[config.mk]
export PLATFORM = sky130hd
export DESIGN_NAME = pgwalk_unit
export DESIGN_NICKNAME = d
export VERILOG_FILES = /design/src/rtl/pgwalk_pkg.sv /design/src/rtl/pgwalk_canon.sv /design/src/rtl/pgwalk_entry.sv /design/src/rtl/pgwalk_addr.sv /design/src/rtl/pgwalk_flush.sv /design/src/rtl/pgwalk_unit.sv
export SDC_FILE = /design/constraint.sdc
export NUM_CORES = 1
export LEC_CHECK = 0
export BUFFER_PORTS_ARGS = -buffer_cell sky130_fd_sc_hd__buf_2
export CAP_MARGIN = 10
export CORE_MARGIN = 5
export CORE_UTILIZATION = 56
export DETAILED_ROUTE_END_ITERATION = 10
export GPL_TIMING_DRIVEN = 1
export PLACE_DENSITY = 0.84
export SLEW_MARGIN = 20
export SYNTH_ARGS = -nofsm -noshare
export SYNTH_HDL_FRONTEND = slang
export SYNTH_SLANG_ARGS = --single-unit
export TNS_END_PERCENT = 1
[constraint.sdc]
create_clock -name clk -period 15.23 [get_ports clk]
set_input_delay 3.046 -clock clk [delete_from_list [all_inputs] [get_ports clk]]
set_output_delay 3.046 -clock clk [all_outputs]
set_load 0.02 [all_outputs]
[src/rtl/pgwalk_pkg.sv]
// Shared definitions for the page table walker: entry bit positions,
// fault codes and walk states.
package pgwalk_pkg;

    localparam int B_PRESENT  = 0;
    localparam int B_WRITE    = 1;
    localparam int B_USER     = 2;
    localparam int B_ACCESSED = 5;
    localparam int B_BIGPAGE  = 7;
    localparam int B_NOEXEC   = 63;

    typedef enum logic [1:0] {
        FLT_NONE = 2'd0,
        FLT_GP   = 2'd1,
        FLT_NP   = 2'd2,
        FLT_RSV  = 2'd3
    } flt_e;

    typedef enum logic [2:0] {
        S_IDLE,
        S_RD,
        S_RW,
        S_WR,
        S_WW,
        S_ADV
    } walk_st_e;

endpackage

[src/rtl/pgwalk_canon.sv]
// Canonical-address test.
// Checks that the unused upper bits of the virtual address are a sign
// extension of the top translated bit: bit 56 in five-level mode, bit 47
// in four-level mode. Purely combinational.
module pgwalk_canon (
    input  logic [63:0] va,
    input  logic        mode5,
    output logic        ok
);
    logic unused_low;

    // Sign-extension test for the selected depth.
    always_comb begin
        if (mode5) ok = (&va[63:56]) | ~(|va[63:56]);
        else       ok = (&va[63:47]) | ~(|va[63:47]);
    end

    assign unused_low = ^va[46:0];
endmodule

[src/rtl/pgwalk_entry.sv]
// Entry decoder.
// Splits one table entry into the flags the walk controller needs,
// given the level it was read at (5 = top, 1 = last).
// Assumes lvl is 1..5.
module pgwalk_entry
    import pgwalk_pkg::*;
#(
    parameter int PA_BITS = 52
) (
    input  logic [63:0] ent,
    input  logic [2:0]  lvl,
    output logic        present,
    output logic        accessed,
    output logic        rsvd_hit,
    output logic        leaf,
    output logic [2:0]  grant
);
    localparam logic [63:0] RSVD_M = ~((64'd1 << PA_BITS) - 64'd1) & ~(64'd1 << B_NOEXEC);

    // Flag extraction and level-dependent classification.
    always_comb begin
        present  = ent[B_PRESENT];
        accessed = ent[B_ACCESSED];
        rsvd_hit = (lvl >= 3'd4) && ((|(ent & RSVD_M)) || ent[B_BIGPAGE]);
        leaf     = (lvl == 3'd1) || (((lvl == 3'd2) || (lvl == 3'd3)) && ent[B_BIGPAGE]);
        grant    = {~ent[B_NOEXEC], ent[B_WRITE], ent[B_USER]};
    end
endmodule

[src/rtl/pgwalk_addr.sv]
// Address arithmetic.
// Forms the entry address for the current level from the table base and
// the virtual-address index, and forms the final physical address when
// the entry at this level is a leaf. Assumes lvl is 1..5.
module pgwalk_addr #(
    parameter int PA_BITS  = 52,
    parameter int IDX_W    = 9,
    parameter int PG_SHIFT = 12
) (
    input  logic [63:0] base,
    input  logic [63:0] va,
    input  logic [63:0] mask,
    input  logic [63:0] ent,
    input  logic [2:0]  lvl,
    output logic [63:0] ent_addr,
    output logic [63:0] leaf_pa
);
    localparam int          ENT_SHIFT = 3;
    localparam logic [63:0] FIELD_M   = ((64'd1 << PA_BITS) - 64'd1) &
                                        ~((64'd1 << PG_SHIFT) - 64'd1);

    int                 sh;
    logic [IDX_W-1:0]   idx;
    logic [63:0]        off_m;

    // Index position and page-offset mask for this level.
    always_comb begin
        sh    = (lvl == 3'd0) ? PG_SHIFT : PG_SHIFT + IDX_W * (int'(lvl) - 1);
        idx   = IDX_W'(va >> sh);
        off_m = (64'd1 << sh) - 64'd1;
    end

    // Entry address and leaf translation.
    always_comb begin
        ent_addr = (base | (64'(idx) << ENT_SHIFT)) & mask;
        leaf_pa  = ((ent & FIELD_M) & ~off_m) | (va & off_m);
    end
endmodule

[src/rtl/pgwalk_flush.sv]
// Control-register change watcher.
// Holds the last written control value and raises flush in the same
// cycle as a write that toggles any translation-relevant bit.
module pgwalk_flush #(
    parameter int CR_W = 32
) (
    input  logic            clk,
    input  logic            rst_n,
    input  logic            cr_wr,
    input  logic [CR_W-1:0] cr_wdata,
    output logic            flush
);
    localparam logic [CR_W-1:0] WATCH_M = (CR_W'(1) << 4)  | (CR_W'(1) << 5)  |
                                          (CR_W'(1) << 7)  | (CR_W'(1) << 12) |
                                          (CR_W'(1) << 20) | (CR_W'(1) << 21);

    logic [CR_W-1:0] cr_q;

    // Keep the last written value.
    always_ff @(posedge clk) begin
        if (!rst_n)     cr_q <= '0;
        else if (cr_wr) cr_q <= cr_wdata;
    end

    // Compare the new value against the held value on watched bits.
    always_comb flush = cr_wr && (|((cr_wdata ^ cr_q) & WATCH_M));
endmodule

[src/rtl/pgwalk_unit.sv]
// Multi-level page table walker, top level.
// Accepts a walk when idle. It checks canonicality, then reads one entry
// per level through a single-outstanding request port, writing back the
// accessed flag where needed. It ends with a one-cycle done pulse that
// carries a physical address, rights and a fault code. Assumes the memory
// answers each request with exactly one mem_rvalid, at least one cycle later.
module pgwalk_unit
    import pgwalk_pkg::*;
#(
    parameter int PA_BITS  = 52,
    parameter int IDX_W    = 9,
    parameter int PG_SHIFT = 12,
    parameter int CR_W     = 32
) (
    input  logic            clk,
    input  logic            rst_n,
    input  logic            start,
    input  logic [63:0]     va,
    input  logic [63:0]     root,
    input  logic            mode5,
    input  logic [63:0]     wrap_mask,
    output logic            busy,
    output logic            done,
    output logic [63:0]     pa,
    output logic [2:0]      perm,
    output logic [1:0]      fault,
    output logic            mem_req,
    output logic            mem_we,
    output logic [63:0]     mem_addr,
    output logic [63:0]     mem_wdata,
    input  logic            mem_rvalid,
    input  logic [63:0]     mem_rdata,
    input  logic            cr_wr,
    input  logic [CR_W-1:0] cr_wdata,
    output logic            flush
);
    localparam logic [63:0] FIELD_M = ((64'd1 << PA_BITS) - 64'd1) &
                                      ~((64'd1 << PG_SHIFT) - 64'd1);
    localparam logic [63:0] LOW_M   = (64'd1 << PG_SHIFT) - 64'd1;

    walk_st_e    st;
    logic [2:0]  lvl;
    logic [63:0] va_q, mask_q, base_q, ent_q, pa_q;
    logic [2:0]  acc_q, perm_q;
    flt_e        flt_q;
    logic        done_q;

    logic        canon_ok;
    logic [63:0] ent_src, ent_addr, leaf_pa;
    logic        e_present, e_accessed, e_rsvd, e_leaf;
    logic [2:0]  e_grant;

    pgwalk_canon u_canon (
        .va    (va),
        .mode5 (mode5),
        .ok    (canon_ok)
    );

    // Decode the fresh response while waiting for it, else the held entry.
    always_comb ent_src = (st == S_RW) ? mem_rdata : ent_q;

    pgwalk_entry #(.PA_BITS(PA_BITS)) u_entry (
        .ent      (ent_src),
        .lvl      (lvl),
        .present  (e_present),
        .accessed (e_accessed),
        .rsvd_hit (e_rsvd),
        .leaf     (e_leaf),
        .grant    (e_grant)
    );

    pgwalk_addr #(.PA_BITS(PA_BITS), .IDX_W(IDX_W), .PG_SHIFT(PG_SHIFT)) u_addr (
        .base     (base_q),
        .va       (va_q),
        .mask     (mask_q),
        .ent      (ent_q),
        .lvl      (lvl),
        .ent_addr (ent_addr),
        .leaf_pa  (leaf_pa)
    );

    pgwalk_flush #(.CR_W(CR_W)) u_flush (
        .clk      (clk),
        .rst_n    (rst_n),
        .cr_wr    (cr_wr),
        .cr_wdata (cr_wdata),
        .flush    (flush)
    );

    // Walk controller: sequencing, permission accumulation and result capture.
    always_ff @(posedge clk) begin
        if (!rst_n) begin
            st     <= S_IDLE;
            lvl    <= 3'd0;
            va_q   <= '0;
            mask_q <= '0;
            base_q <= '0;
            ent_q  <= '0;
            acc_q  <= 3'b111;
            pa_q   <= '0;
            perm_q <= '0;
            flt_q  <= FLT_NONE;
            done_q <= 1'b0;
        end else begin
            done_q <= 1'b0;
            case (st)
                S_IDLE: begin
                    if (start && !done_q) begin
                        va_q   <= va;
                        mask_q <= wrap_mask;
                        acc_q  <= 3'b111;
                        if (!canon_ok) begin
                            done_q <= 1'b1;
                            flt_q  <= FLT_GP;
                            pa_q   <= '0;
                            perm_q <= '0;
                        end else begin
                            lvl    <= mode5 ? 3'd5 : 3'd4;
                            base_q <= mode5 ? (root & ~LOW_M) : (root & FIELD_M);
                            st     <= S_RD;
                        end
                    end
                end
                S_RD: st <= S_RW;
                S_RW: begin
                    if (mem_rvalid) begin
                        ent_q <= mem_rdata;
                        if (!e_present || e_rsvd) begin
                            done_q <= 1'b1;
                            flt_q  <= e_present ? FLT_RSV : FLT_NP;
                            pa_q   <= '0;
                            perm_q <= '0;
                            st     <= S_IDLE;
                        end else begin
                            acc_q <= acc_q & e_grant;
                            st    <= e_accessed ? S_ADV : S_WR;
                        end
                    end
                end
                S_WR: st <= S_WW;
                S_WW: begin
                    if (mem_rvalid) st <= S_ADV;
                end
                S_ADV: begin
                    if (e_leaf) begin
                        done_q <= 1'b1;
                        flt_q  <= FLT_NONE;
                        pa_q   <= leaf_pa;
                        perm_q <= acc_q;
                        st     <= S_IDLE;
                    end else begin
                        base_q <= ent_q & FIELD_M;
                        lvl    <= lvl - 3'd1;
                        st     <= S_RD;
                    end
                end
                default: st <= S_IDLE;
            endcase
        end
    end

    // Memory port and result outputs.
    always_comb begin
        mem_req   = (st == S_RD) || (st == S_WR);
        mem_we    = (st == S_WR);
        mem_addr  = ent_addr;
        mem_wdata = ent_q | (64'd1 << B_ACCESSED);
        busy      = (st != S_IDLE);
        done      = done_q;
        pa        = pa_q;
        perm      = perm_q;
        fault     = flt_q;
    end
endmodule

==> Word-level counts from Yosys, hierarchy flattened <==
Index checks and enable logic that the tools add are counted.
{ "op_classes": {"add_sub_neg": 4, "multipliers": 1, "order_cmp": 1, "n_eq_ne": 17, "n_shift": 2, "muxes": 50, "n_bitwise": 13, "n_reduce_logical": 29} }
{ "ops": {"columns": ["operator", "n"], "rows": [
  ["64-bit two-way mux", 10],
  ["64-bit one-hot mux with 3 select lines", 1],
  ["64-bit bitwise AND", 2],
  ["64-bit one-hot mux with 2 select lines", 1],
  ["52-bit by 64-bit bitwise AND with 64-bit output", 1],
  ["64-bit inverter", 1],
  ["64-bit by 12-bit OR with 64-bit output", 1],
  ["64-bit OR", 1],
  ["1-bit by 32-bit left shift with 64-bit output (first input constant)", 1],
  ["64-bit by 32-bit right shift with 9-bit output", 1],
  ["64-bit by 1-bit subtractor with 64-bit output (second input constant)", 1],
  ["3-bit two-way mux", 17],
  ["5-bit by 32-bit adder with 32-bit output (first input constant)", 1],
  ["5-bit by 32-bit multiplier with 32-bit output (first input constant)", 1],
  ["32-bit two-way mux", 1],
  ["22-bit XOR", 1],
  ["3-bit one-hot mux with 6 select lines", 1],
  ["17-bit AND reduction", 1],
  ["17-bit OR reduction", 1],
  ["2-bit inequality test (second input constant)", 8],
  ["3-bit by 2-bit == test with 1-bit output (second input constant)", 4],
  ["3-bit one-hot mux with 2 select lines", 2],
  ["4-bit AND reduction", 3],
  ["11-bit OR reduction", 1],
  ["25 further kinds", 54]
]} }
{ "word_totals": {"ff_bits": 357, "input_bits": 294, "elab_cells": 129} }

==> Depth between registers and ports, before layout <==
Gate-level depths: netlist of run 1.
{ "depth": {"ltp_word": 11, "mapped_depth": 30, "ltp_nobuf": 25} }

==> Hierarchy <==
From an unflattened synthesis of run 1, not the netlist that was laid out.
{ "unflattened": {"hier_cells": 2671, "area_unflattened_um2": 19780.2} }
{ "modules_own_cells": {"columns": ["module", "n_inst", "cells_each", "area_per_inst_um2"], "rows": [
  ["pgwalk_unit", 1, 1726, 13511.7],
  ["pgwalk_addr", 1, 889, 5809.3],
  ["pgwalk_flush", 1, 27, 292.8],
  ["pgwalk_canon", 1, 17, 90.1],
  ["pgwalk_entry", 1, 12, 76.3]
]} }

==> Worst setup path before layout of run 1 <==
OpenSTA, ideal clock, no wires.
{ "synth_path": {"path_type": "reg-to-output", "start": "register lvl[0]", "end": "output port mem_addr[7]", "arrival_time_ns": 6.737, "setup_slack_ns": 5.447, "stages_incl_launch_ff": 27, "n_path_buf": 5, "path_cell_list": "dfxtp_1 > buf_2 > inv_1 > ha_1 > clkbuf_1 > nand2b_1 > nand2_1 > fa_1 > inv_1 > ha_1 > ha_1 > ha_1 > buf_1 > a21oi_1 > ha_1 > nor4bb_1 > nand4_1 > a211o_1 > o21ai_1 > clkbuf_1 > clkbuf_1 > a22oi_1 > a22oi_1 > nand2_1 > o211ai_1 > a31oi_1 > a2111oi_0"} }
{ "synth_between": {"elab_chain_cells": 7, "elab_cells_between_ends": 8} }
{ "synth_rtl": {"columns": ["item", "line", "rtl"], "rows": [
  ["start, declared", "pgwalk_unit.sv:42", "logic [2:0] lvl;"],
  ["start signal, assigned", "pgwalk_unit.sv:118", "lvl <= mode5 ? 3'd5 : 3'd4;"],
  ["start signal, assigned", "pgwalk_unit.sv:153", "lvl <= lvl - 3'd1;"],
  ["3-bit by 1-bit subtractor with 4-bit output", "pgwalk_addr.sv:28", "sh = (lvl == 3'd0) ? PG_SHIFT : PG_SHIFT + IDX_W * (int'(lvl) - 1);"],
  ["5-bit by 32-bit multiplier with 32-bit output", "pgwalk_addr.sv:28", null],
  ["5-bit by 32-bit adder with 32-bit output", "pgwalk_addr.sv:28", null],
  ["32-bit two-way mux (*)", "pgwalk_addr.sv:28", null],
  ["64-bit by 32-bit right shift with 9-bit output (*)", "pgwalk_addr.sv:29", "idx = IDX_W'(va >> sh);"],
  ["64-bit by 12-bit OR with 64-bit output (*)", "pgwalk_addr.sv:35", "ent_addr = (base | (64'(idx) << ENT_SHIFT)) & mask;"],
  ["64-bit bitwise AND (*)", "pgwalk_addr.sv:35", null],
  ["end, declared", "pgwalk_unit.sv:29", "output logic [63:0] mem_addr,"]
]} }
Every way passes the cells marked *; elsewhere a longest branch is shown, timed or not.

==> Worst setup path in the final report of run 1 <==
Same ends and word-level chain as after synthesis.

==> results of run 1 <==
[state kept, by name (all words and copies together), names as in the netlist]
| register | count |
|---|---|
| mask_q | 61 |
| fault | 2 |
| u_flush.cr_q | 6 |
| st | 3 |
| done | 1 |
| lvl | 3 |
| va_q | 64 |
| base_q | 52 |
| ent_q | 63 |
| perm | 3 |
| acc_q | 3 |
| pa | 64 |
[layer usage]
metal | routed length [um] | up-vias | global-route usage (%)
li1 | - | 9436 | -
met1 | 30960 | 9871 | 54.14
met2 | 35620 | 1383 | 62.76
met3 | 8670 | 284 | 10.08
met4 | 4517 | 2 | 19.36
met5 | 7 | - | 0
[cell families (layout without fill, tap and decap cells)]
| family | count (synthesis) | after routing |
|---|---|---|
| compound gates | 688 | 688 |
| xor+xnor | 38 | 38 |
| fa+ha+maj | 20 | 20 |
| buf+inv | 278 | 571 |
| flops | 325 | 325 |
| mux | 69 | 69 |
| other cells | 2 | 12 |
| simple gates | 1129 | 1129 |
[worst paths after layout]
kind | to | slack, ps | depth (start not counted)
hold reg to reg | base_q[54]$_SDFFE_PN0P_ | 450 | 2
hold / removal | base_q[54]$_SDFFE_PN0P_ | 450 | 2
setup reg to reg | pa[39]$_SDFFE_PN0P_ | 8060 | 21
setup / recovery | mem_addr[7] | 4290 | 26
[worst max-delay path: cells and delay by family, from the launching register on]
kind	cells	cell delay, ps
AO/OA/AOI/OAI	8	2090
adder cells (fa/ha/maj)	7	2060
buffers and inverters	6	1570
AND/OR/NAND/NOR	3	690
multiplexers	1	330
XOR/XNOR	1	310
flip-flops	1	300
[synthesized netlist by cell type (5+ instances only)]
cell       instances
nand2_1          671
o211ai_1          38
or3_1              9
o31ai_1            8
and3_1            10
buf_4             68
nor2b_1            6
inv_1             19
a32o_1            12
mux2i_1           58
a22oi_1           44
buf_1             11
o2111ai_1          5
or2_2              5
a22o_1            28
a31oi_1           13
a21oi_1          269
a211o_1            5
o21ai_0          102
a21o_1            11
xnor2_1           24
nand2b_1          14
a32oi_1           12
o22ai_1           12
o32ai_1            6
buf_2              6
a221oi_1          12
nor2_1           173
nand3_1           73
mux2_2            10
and2_1            64
a311oi_1          41
nand4_1           17
o21ai_1           11
nor4_1            13
a221o_1            5
xor2_1            14
nor3_1            47
ha_1              18
dfxtp_1          325
a211oi_1          19
clkbuf_1         171
[power groups by stage]
stage / Combinational (mW) / Sequential (mW) / Clock (mW)
after floorplan: 0.101 / 0.904 / 0
after detailed placement: 0.172 / 0.917 / 0
after CTS: 0.173 / 0.899 / 0.904
after global routing: 0.192 / 0.901 / 0.941
after global placement: 0.169 / 0.916 / 0
final: 0.179 / 0.901 / 0.904
[cells in the final DEF (no fill, tap or decap), drive strengths merged, types with 7 or more instances in the layout]
cell type,synthesis,layout
ha,18,18
a221oi,12,12
a32o,12,12
or2,7,7
o31ai,8,8
nand4,17,17
o21ai,114,114
and3,10,10
nand2,671,671
o211ai,38,38
inv,20,21
diode,0,8
nand2b,14,14
a311oi,41,41
nor3,49,49
mux2i,58,58
nor2,173,173
a22oi,44,44
o22ai,12,12
a32oi,12,12
nor4,13,13
dfxtp,325,325
a211oi,20,20
nand3,73,73
xnor2,24,24
a22o,28,28
buf,87,486
or3,9,9
and2,65,65
a21o,11,11
a21oi,270,270
mux2,10,10
a31oi,13,13
xor2,14,14
clkbuf,171,56
[through the flow]
stage	cells	hold WS, ps
after floorplan	2551	427.3
after global placement	3221	432.9
after detailed placement	3221	439.4
after CTS	3286	446.8
after global routing	3294	464.3
final	3294	448.3
[layout make-up]
type | instances | share of cell area, %
multi-input combinational | 1948 | 49.53
inverter | 20 | 0.3821
tap | 442 | 2.559
clock buffer | 56 | 4.991
antenna | 8 | 0.09264
clock inverter | 9 | 0.6716
sequential | 325 | 30.11
timing repair buffer | 486 | 11.67
==> Flow_metrics.wiki, run 1 <==
{| class="wikitable"
! Metric !! Value
|-
| Run status || complete, no violations
|-
| Die Height || 191.5 um
|-
| Fraction of the yosys area taken by sequential cells || 35.27%
|-
| Setup TNS Final || 0 ps
|-
| Post-layout utilization of the core || 66.42%
|-
| Total congestion overflow after global routing || 0
|-
| Fraction of layout instances using a drive strength above 1 || 20.50%
|-
| Adder-cell area share of the yosys netlist || 1.438%
|-
| Remaining number of nets flagged by the antenna check after routing || 0
|-
| Total of hold buffers inserted after clock tree synthesis || 0
|-
| CP max-delay cell || buf_4
|-
| Final total power || 1.983 mW
|-
| Critical Path Max Stage Delay || 590 ps
|-
| Count of cells resized by post-cts repair || 0
|-
| Largest net degree at the start of global routing || 169
|-
| Static leakage || 8.909 nW
|-
| Number of port buffers || 450
|-
| Top cell type by total area after synthesis || dfxtp_1
|-
| Share of the synthesized area in the top cell type || 35.27%
|-
| Number of DRC markers in iteration 0 || 2,644
|-
| Hold Startpoint || base_q[54]$_SDFFE_PN0P_
|-
| Smallest setup slack after layout || 4291 ps
|-
| Area fraction in and, or, nand and nor cells after synthesis || 26.46%
|-
| Reg-to-reg startpoint || lvl[0]$_SDFFE_PN0P_
|-
| Sequential Power Share || 45.4%
|-
| Root buffer cell || clkbuf_16
|-
| Total of flip-flops plus latches after synthesis || 325
|-
| Total net switching power || 0.5045 mW
|-
| IR drop worst, VDD || 110.2 uV
|-
| Share of the synthesized area in compound gates (AO/OA/AOI/OAI) || 23.95%
|-
| Nature of the critical path startpoint || flip-flop
|-
| Post-DP HPWL || 59.29 mm
|-
| RSZ-0062 raised after global routing || false
|-
| Largest fanout of any net on the critical path || 69
|-
| Total setup violations reported at the end of the flow || 0
|-
| Crit path launch || lvl[0]$_SDFFE_PN0P_
|-
| Portion of total power attributed to the clock network || 45.6%
|-
| Bufs on Longest Clock Path || 3
|-
| Post-CTS setup buffer count || 0
|-
| Synth warnings || 0
|-
| Cell types occupying the most area after synthesis || dfxtp_1 35%, nand2_1 14%, a21oi_1 7.3%
|-
| Number of top-level pins || 496
|-
| Worst endpoint required time || 12,180 ps
|-
| Async set-reset flop share out of synthesis || 0%
|-
| Max-cap violations || 0
|-
| Final clock period utilization by the worst path || 71.83%
|-
| Internal cell power || 1.479 mW
|-
| Worst max-slew margin expressed relative to the limit || 24.07%
|-
| Combinational family with the most area after synthesis || simple AND/OR/NAND/NOR gates
|-
| Die Area || 36,670 um2
|-
| Via count of the first global-routing pass || 19,474
|-
| Area used by multi-input combinational logic || 10,700 um2
|-
| EDFF count, synth || 0
|-
| Minimum setup slack after placement || 4999 ps
|-
| Total number of placement rows || 66
|-
| Layout Area Growth over Synthesis || 17.15%
|-
| Number of vias in the routed layout || 20,976
|-
| First-pass GRT wire length || 116.6 mm
|-
| Fmax || 0.09141 GHz
|-
| Design area || 21,610 um2
|-
| Xor and xnor fraction of the mapped netlist area || 1.804%
|-
| Post-route DRC violation count || 0
|-
| Effective utilization at floorplan || 56.70%
|-
| Worst-path clk slew || 60 ps
|-
| Post-Synthesis Cell Area || 18,450 um2
|-
| Clock latency on the worst-skew pair || 540 ps
|-
| Total core area || 32,540 um2
|-
| Power per standard cell area || 91.77 nW/um2
|-
| Pin slew with the least headroom to its limit || 1135 ps
|-
| Post-synthesis cell type count || 85
|-
| Synthesized instance count || 2,549
|-
| Wire length per cell after detailed routing || 24.22 um
|-
| Die X-Extent || 191.5 um
|-
| CP most frequent cell || ha_1
|-
| Overall routed net length || 79.78 mm
|-
| CTS tree || built
|-
| Number of buffers created by CTS || 36
|-
| Type of element capturing the critical path || output pin
|-
| Switching part of the total power || 25.44%
|-
| Clk_skew || 18.94 ps
|-
| Proportion of synthesized area in mux cells || 3.880%
|-
| H-tree level count || 2
|-
| Post-Syn Area per Cell || 7.237 um2
|-
| Logic gate share of total power || 9.0%
|-
| Final weighted congestion in routability-driven placement || 1.036
|-
| Area taken by flip-flops and latches || 6506 um2
|-
| Placed standard-cell area || 20,360 um2
|-
| Hold Path Class || reg -> reg
|-
| Clock period minus final worst setup slack || 10,940 ps
|-
| Number of antenna violations at the first check in global routing || 9
|-
| First-pass iteration count of the detailed router || 7
|-
| Number of max-slew violations in the final report || 0
|-
| Worst EP arrival || 7890 ps
|-
| Final layout net count || 3,131
|-
| Total GRT Usage || 40.89%
|-
| Vias per cell || 6.368
|-
| Fill cells || 2,902
|-
| Leading register cell type out of synthesis || dfxtp_1
|-
| Final Hold Fails || 0
|-
| Classification of the worst setup path || reg -> out
|-
| CTS Sinks || 325
|}
(Power assumes the default switching activity.)
==> run 2, diff against run 1 <==
--- a/config.mk
+++ b/config.mk
@@ -8,10 +8,10 @@
 export BUFFER_PORTS_ARGS = -buffer_cell sky130_fd_sc_hd__buf_2
 export CAP_MARGIN = 10
 export CORE_MARGIN = 5
-export CORE_UTILIZATION = 56
+export CORE_UTILIZATION = 54
 export DETAILED_ROUTE_END_ITERATION = 10
 export GPL_TIMING_DRIVEN = 1
-export PLACE_DENSITY = 0.84
+export PLACE_DENSITY = 0.82
 export SLEW_MARGIN = 20
 export SYNTH_ARGS = -nofsm -noshare
 export SYNTH_HDL_FRONTEND = slang
==> constraint.sdc (replaced) <==
create_clock -name clk -period 11.1 [get_ports clk]
set_input_delay 2.22 -clock clk [delete_from_list [all_inputs] [get_ports clk]]
set_output_delay 2.22 -clock clk [all_outputs]
set_load 0.02 [all_outputs]
==> run 2 against run 1 <==
  * Setup slack got worse by 3400 ps
  * Cell area increased by 0.19%
  * Sequential cell count unchanged
  * Register-to-register slack got worse by 4500 ps
  * Global-route usage decreased by 0.59 points
  * Largest cell class unchanged
==> Flow_metrics.wiki, run 2 (synthesis results as in run 1) <==
{| class="wikitable"
! Metric !! Value
|-
| Minimum hold slack || 445.8 ps (-2.492 ps)
|-
| Setup TNS Final || 0 ps (unchanged)
|-
| Wire length per cell after detailed routing || 24.76 um (+2.2%)
|-
| Bufs on Longest Clock Path || 3 (unchanged)
|-
| Total number of placement rows || 67 (+1.5%)
|-
| Switching part of the total power || 25.94% (+0.50 points)
|-
| Layout Area Growth over Synthesis || 17.37%
|-
| RSZ-0062 raised after global routing || false
|-
| Smallest setup slack after layout || 885.6 ps (-3405 ps)
|-
| Pin slew with the least headroom to its limit || 1187 ps (+52.17 ps)
|-
| Post-route DRC violation count || 0 (unchanged)
|-
| Most common library cell in the layout ignoring fill and taps || nand2_1
|-
| Top Family by Delay on Critical Path || compound AO/OA/AOI/OAI gates
|-
| Number of top-level pins || 496 (unchanged)
|-
| Static leakage || 8.919 nW (+0.12%)
|-
| Number of port buffers || 450 (unchanged)
|-
| Die Height || 194.8 um (+1.7%)
|-
| Largest fanout of any net on the critical path || 34 (-51%)
|-
| Worst-path clk slew || 60 ps (about the same)
|-
| Worst EP arrival || 7990 ps (+100 ps)
|-
| Total net switching power || 0.6948 mW (+38%)
|-
| Number of antenna violations at the first check in global routing || 9 (unchanged)
|-
| Via count of the first global-routing pass || 19,877 (+2.1%)
|-
| Final Hold Fails || 0 (unchanged)
|-
| Max-cap violations || 0 (unchanged)
|-
| Nature of the critical path startpoint || flip-flop
|-
| Inst Count DP || 3,233 (+0.37%)
|-
| Total core area || 33,620 um2 (+3.3%)
|-
| First-pass GRT wire length || 120.6 mm (+3.4%)
|-
| Cell depth of the worst min-delay path || 2 (unchanged)
|-
| Sequential Power Share || 46.2% (+0.8 points)
|-
| Post-DP HPWL || 60.86 mm (+2.6%)
|-
| Root buffer cell || clkbuf_16
|-
| Critical Path Stages || 24 (-7.7%)
|-
| Internal cell power || 1.984 mW (+34%)
|-
| Run status || complete, no violations
|-
| Post-route insts no fill || 3,307 (+0.39%)
|-
| H-tree level count || 2 (unchanged)
|-
| Number of DRC markers in iteration 0 || 2,655 (+0.42%)
|-
| Effective utilization at floorplan || 54.88% (-1.8 points)
|-
| CTS Sinks || 325 (unchanged)
|-
| Post-CTS setup buffer count || 0 (unchanged)
|-
| Logic gate share of total power || 9.3% (+0.3 points)
|-
| Type of element capturing the critical path || output pin
|-
| Number of vias in the routed layout || 21,140 (+0.78%)
|-
| R2r worst-path depth || 24 (+14%)
|-
| Final layout net count || 3,137 (+0.19%)
|-
| Number of max-slew violations in the final report || 0 (unchanged)
|-
| Classification of the worst setup path || reg -> out
|-
| Power per standard cell area || 123.7 nW/um2 (+35%)
|-
| Critical Path Max Stage Delay || 770 ps (+180 ps)
|-
| Hold Path Class || reg -> reg
|-
| Worst endpoint required time || 8880 ps (-3300 ps)
|-
| CTS tree || built
|-
| Largest net degree at the start of global routing || 166 (-1.8%)
|-
| Total congestion overflow after global routing || 0 (unchanged)
|-
| Die Area || 37,960 um2 (+3.5%)
|-
| Fraction of layout instances using a drive strength above 1 || 20.76% (+0.26 points)
|-
| Total setup violations reported at the end of the flow || 0 (unchanged)
|-
| Vias per cell || 6.393 (+0.39%)
|-
| Die X-Extent || 194.8 um (+1.7%)
|-
| Fmax || 0.09790 GHz
|-
| Commonest cells after routing, fill and taps aside || 671 x nand2_1, 450 x buf_2, 325 x dfxtp_1
|-
| Number of buffers created by CTS || 36 (unchanged)
|-
| CP max-delay cell || o21ai_4
|-
| Final weighted congestion in routability-driven placement || 1.059 (+2.2%)
|-
| First-pass iteration count of the detailed router || 6 (-1)
|-
| Post-layout utilization of the core || 64.41% (-2.0 points)
|-
| CP most frequent cell || ha_1
|-
| Portion of total power attributed to the clock network || 44.5% (-1.1 points)
|-
| Total GRT Usage || 40.30% (-0.59 points)
|-
| Cells traversed along the worst timing path || inv_1, ha_1, xor2_1, inv_1, ha_1, fa_1, inv_1, ha_1, ha_1, ha_1, a21oi_1, ha_1, nor4bb_1, nand4_1, a211o_1, o21ai_4, buf_12, a22oi_1, a22oi_1, nand2_1, o211ai_1, a31oi_1, a2111oi_0, buf_2
|-
| Overall routed net length || 81.88 mm (+2.6%)
|-
| IR drop worst, VDD || 144.6 uV (+31%)
|-
| Worst max-slew margin expressed relative to the limit || 20.14% (-3.9 points)
|-
| Total of hold buffers inserted after clock tree synthesis || 0 (unchanged)
|-
| Count of cells resized by post-cts repair || 0 (unchanged)
|-
| Remaining number of nets flagged by the antenna check after routing || 0 (unchanged)
|-
| Minimum setup slack after placement || 1651 ps (-3348 ps)
|-
| Clock period minus final worst setup slack || 10,210 ps
|-
| Clk_skew || 19.22 ps (+0.2786 ps)
|-
| Final clock period utilization by the worst path || 92.02%
|-
| Clock latency on the worst-skew pair || 560 ps (+20 ps)
|-
| Critical path buffers and inverters || 5 (-1)
|}
run 2: layout make-up:
| cell class | count | area (um2) |
|---|---|---|
| clock buffer | 51 | 1027 |
| sequential | 325 | 6506 |
| fill | 2970 | 11960 |
| timing repair buffer | 492 | 2580 |
| antenna | 12 | 30.03 |
| inverter | 20 | 82.58 |
| clock inverter | 11 | 146.4 |
| tap | 448 | 560.5 |
| multi-input combinational | 1948 | 10720 |
run 2: path summary, 6_finish.rpt:
path	from	slack, ps	to
setup / recovery	lvl[0]$_SDFFE_PN0P_	890	mem_addr[7]
hold / removal	fault[0]$_SDFFE_PN0P_	450	fault[0]$_SDFFE_PN0P_
hold reg to reg	fault[0]$_SDFFE_PN0P_	450	fault[0]$_SDFFE_PN0P_
setup reg to reg	lvl[0]$_SDFFE_PN0P_	3520	pa[47]$_SDFFE_PN0P_
run 2: routing by layer:
layer	vias to the layer above	part of all wire, %	GRT usage [%]
met1	9973	38	52.48
met4	0	5.6	17.90
met5	-	0	0
met2	1425	45	63.48
li1	9455	-	-
met3	287	12	10.09
run 2: metrics by stage:
stage / cell area, um2 / total power [mW]
2_1_floorplan: 18460 / 1.379
3_3_place_gp: 20440 / 1.495
3_5_place_dp: 20440 / 1.501
4_1_cts: 21620 / 2.674
5_1_grt: 21640 / 2.755
6_report: 21650 / 2.679
run 2: power groups by stage:
stage	Combinational, mW	Clock, mW	Sequential (mW)
6_report	0.249	1.19	1.24
5_1_grt	0.268	1.25	1.24
4_1_cts	0.242	1.20	1.24
3_5_place_dp	0.240	0	1.26
3_3_place_gp	0.235	0	1.26
2_1_floorplan	0.139	0	1.24
run 2: tightest hold or removal path: stages, from the launching register on:
cell and delay [ps]:
dfxtp_1 310, inv_1 50, a21oi_1 50
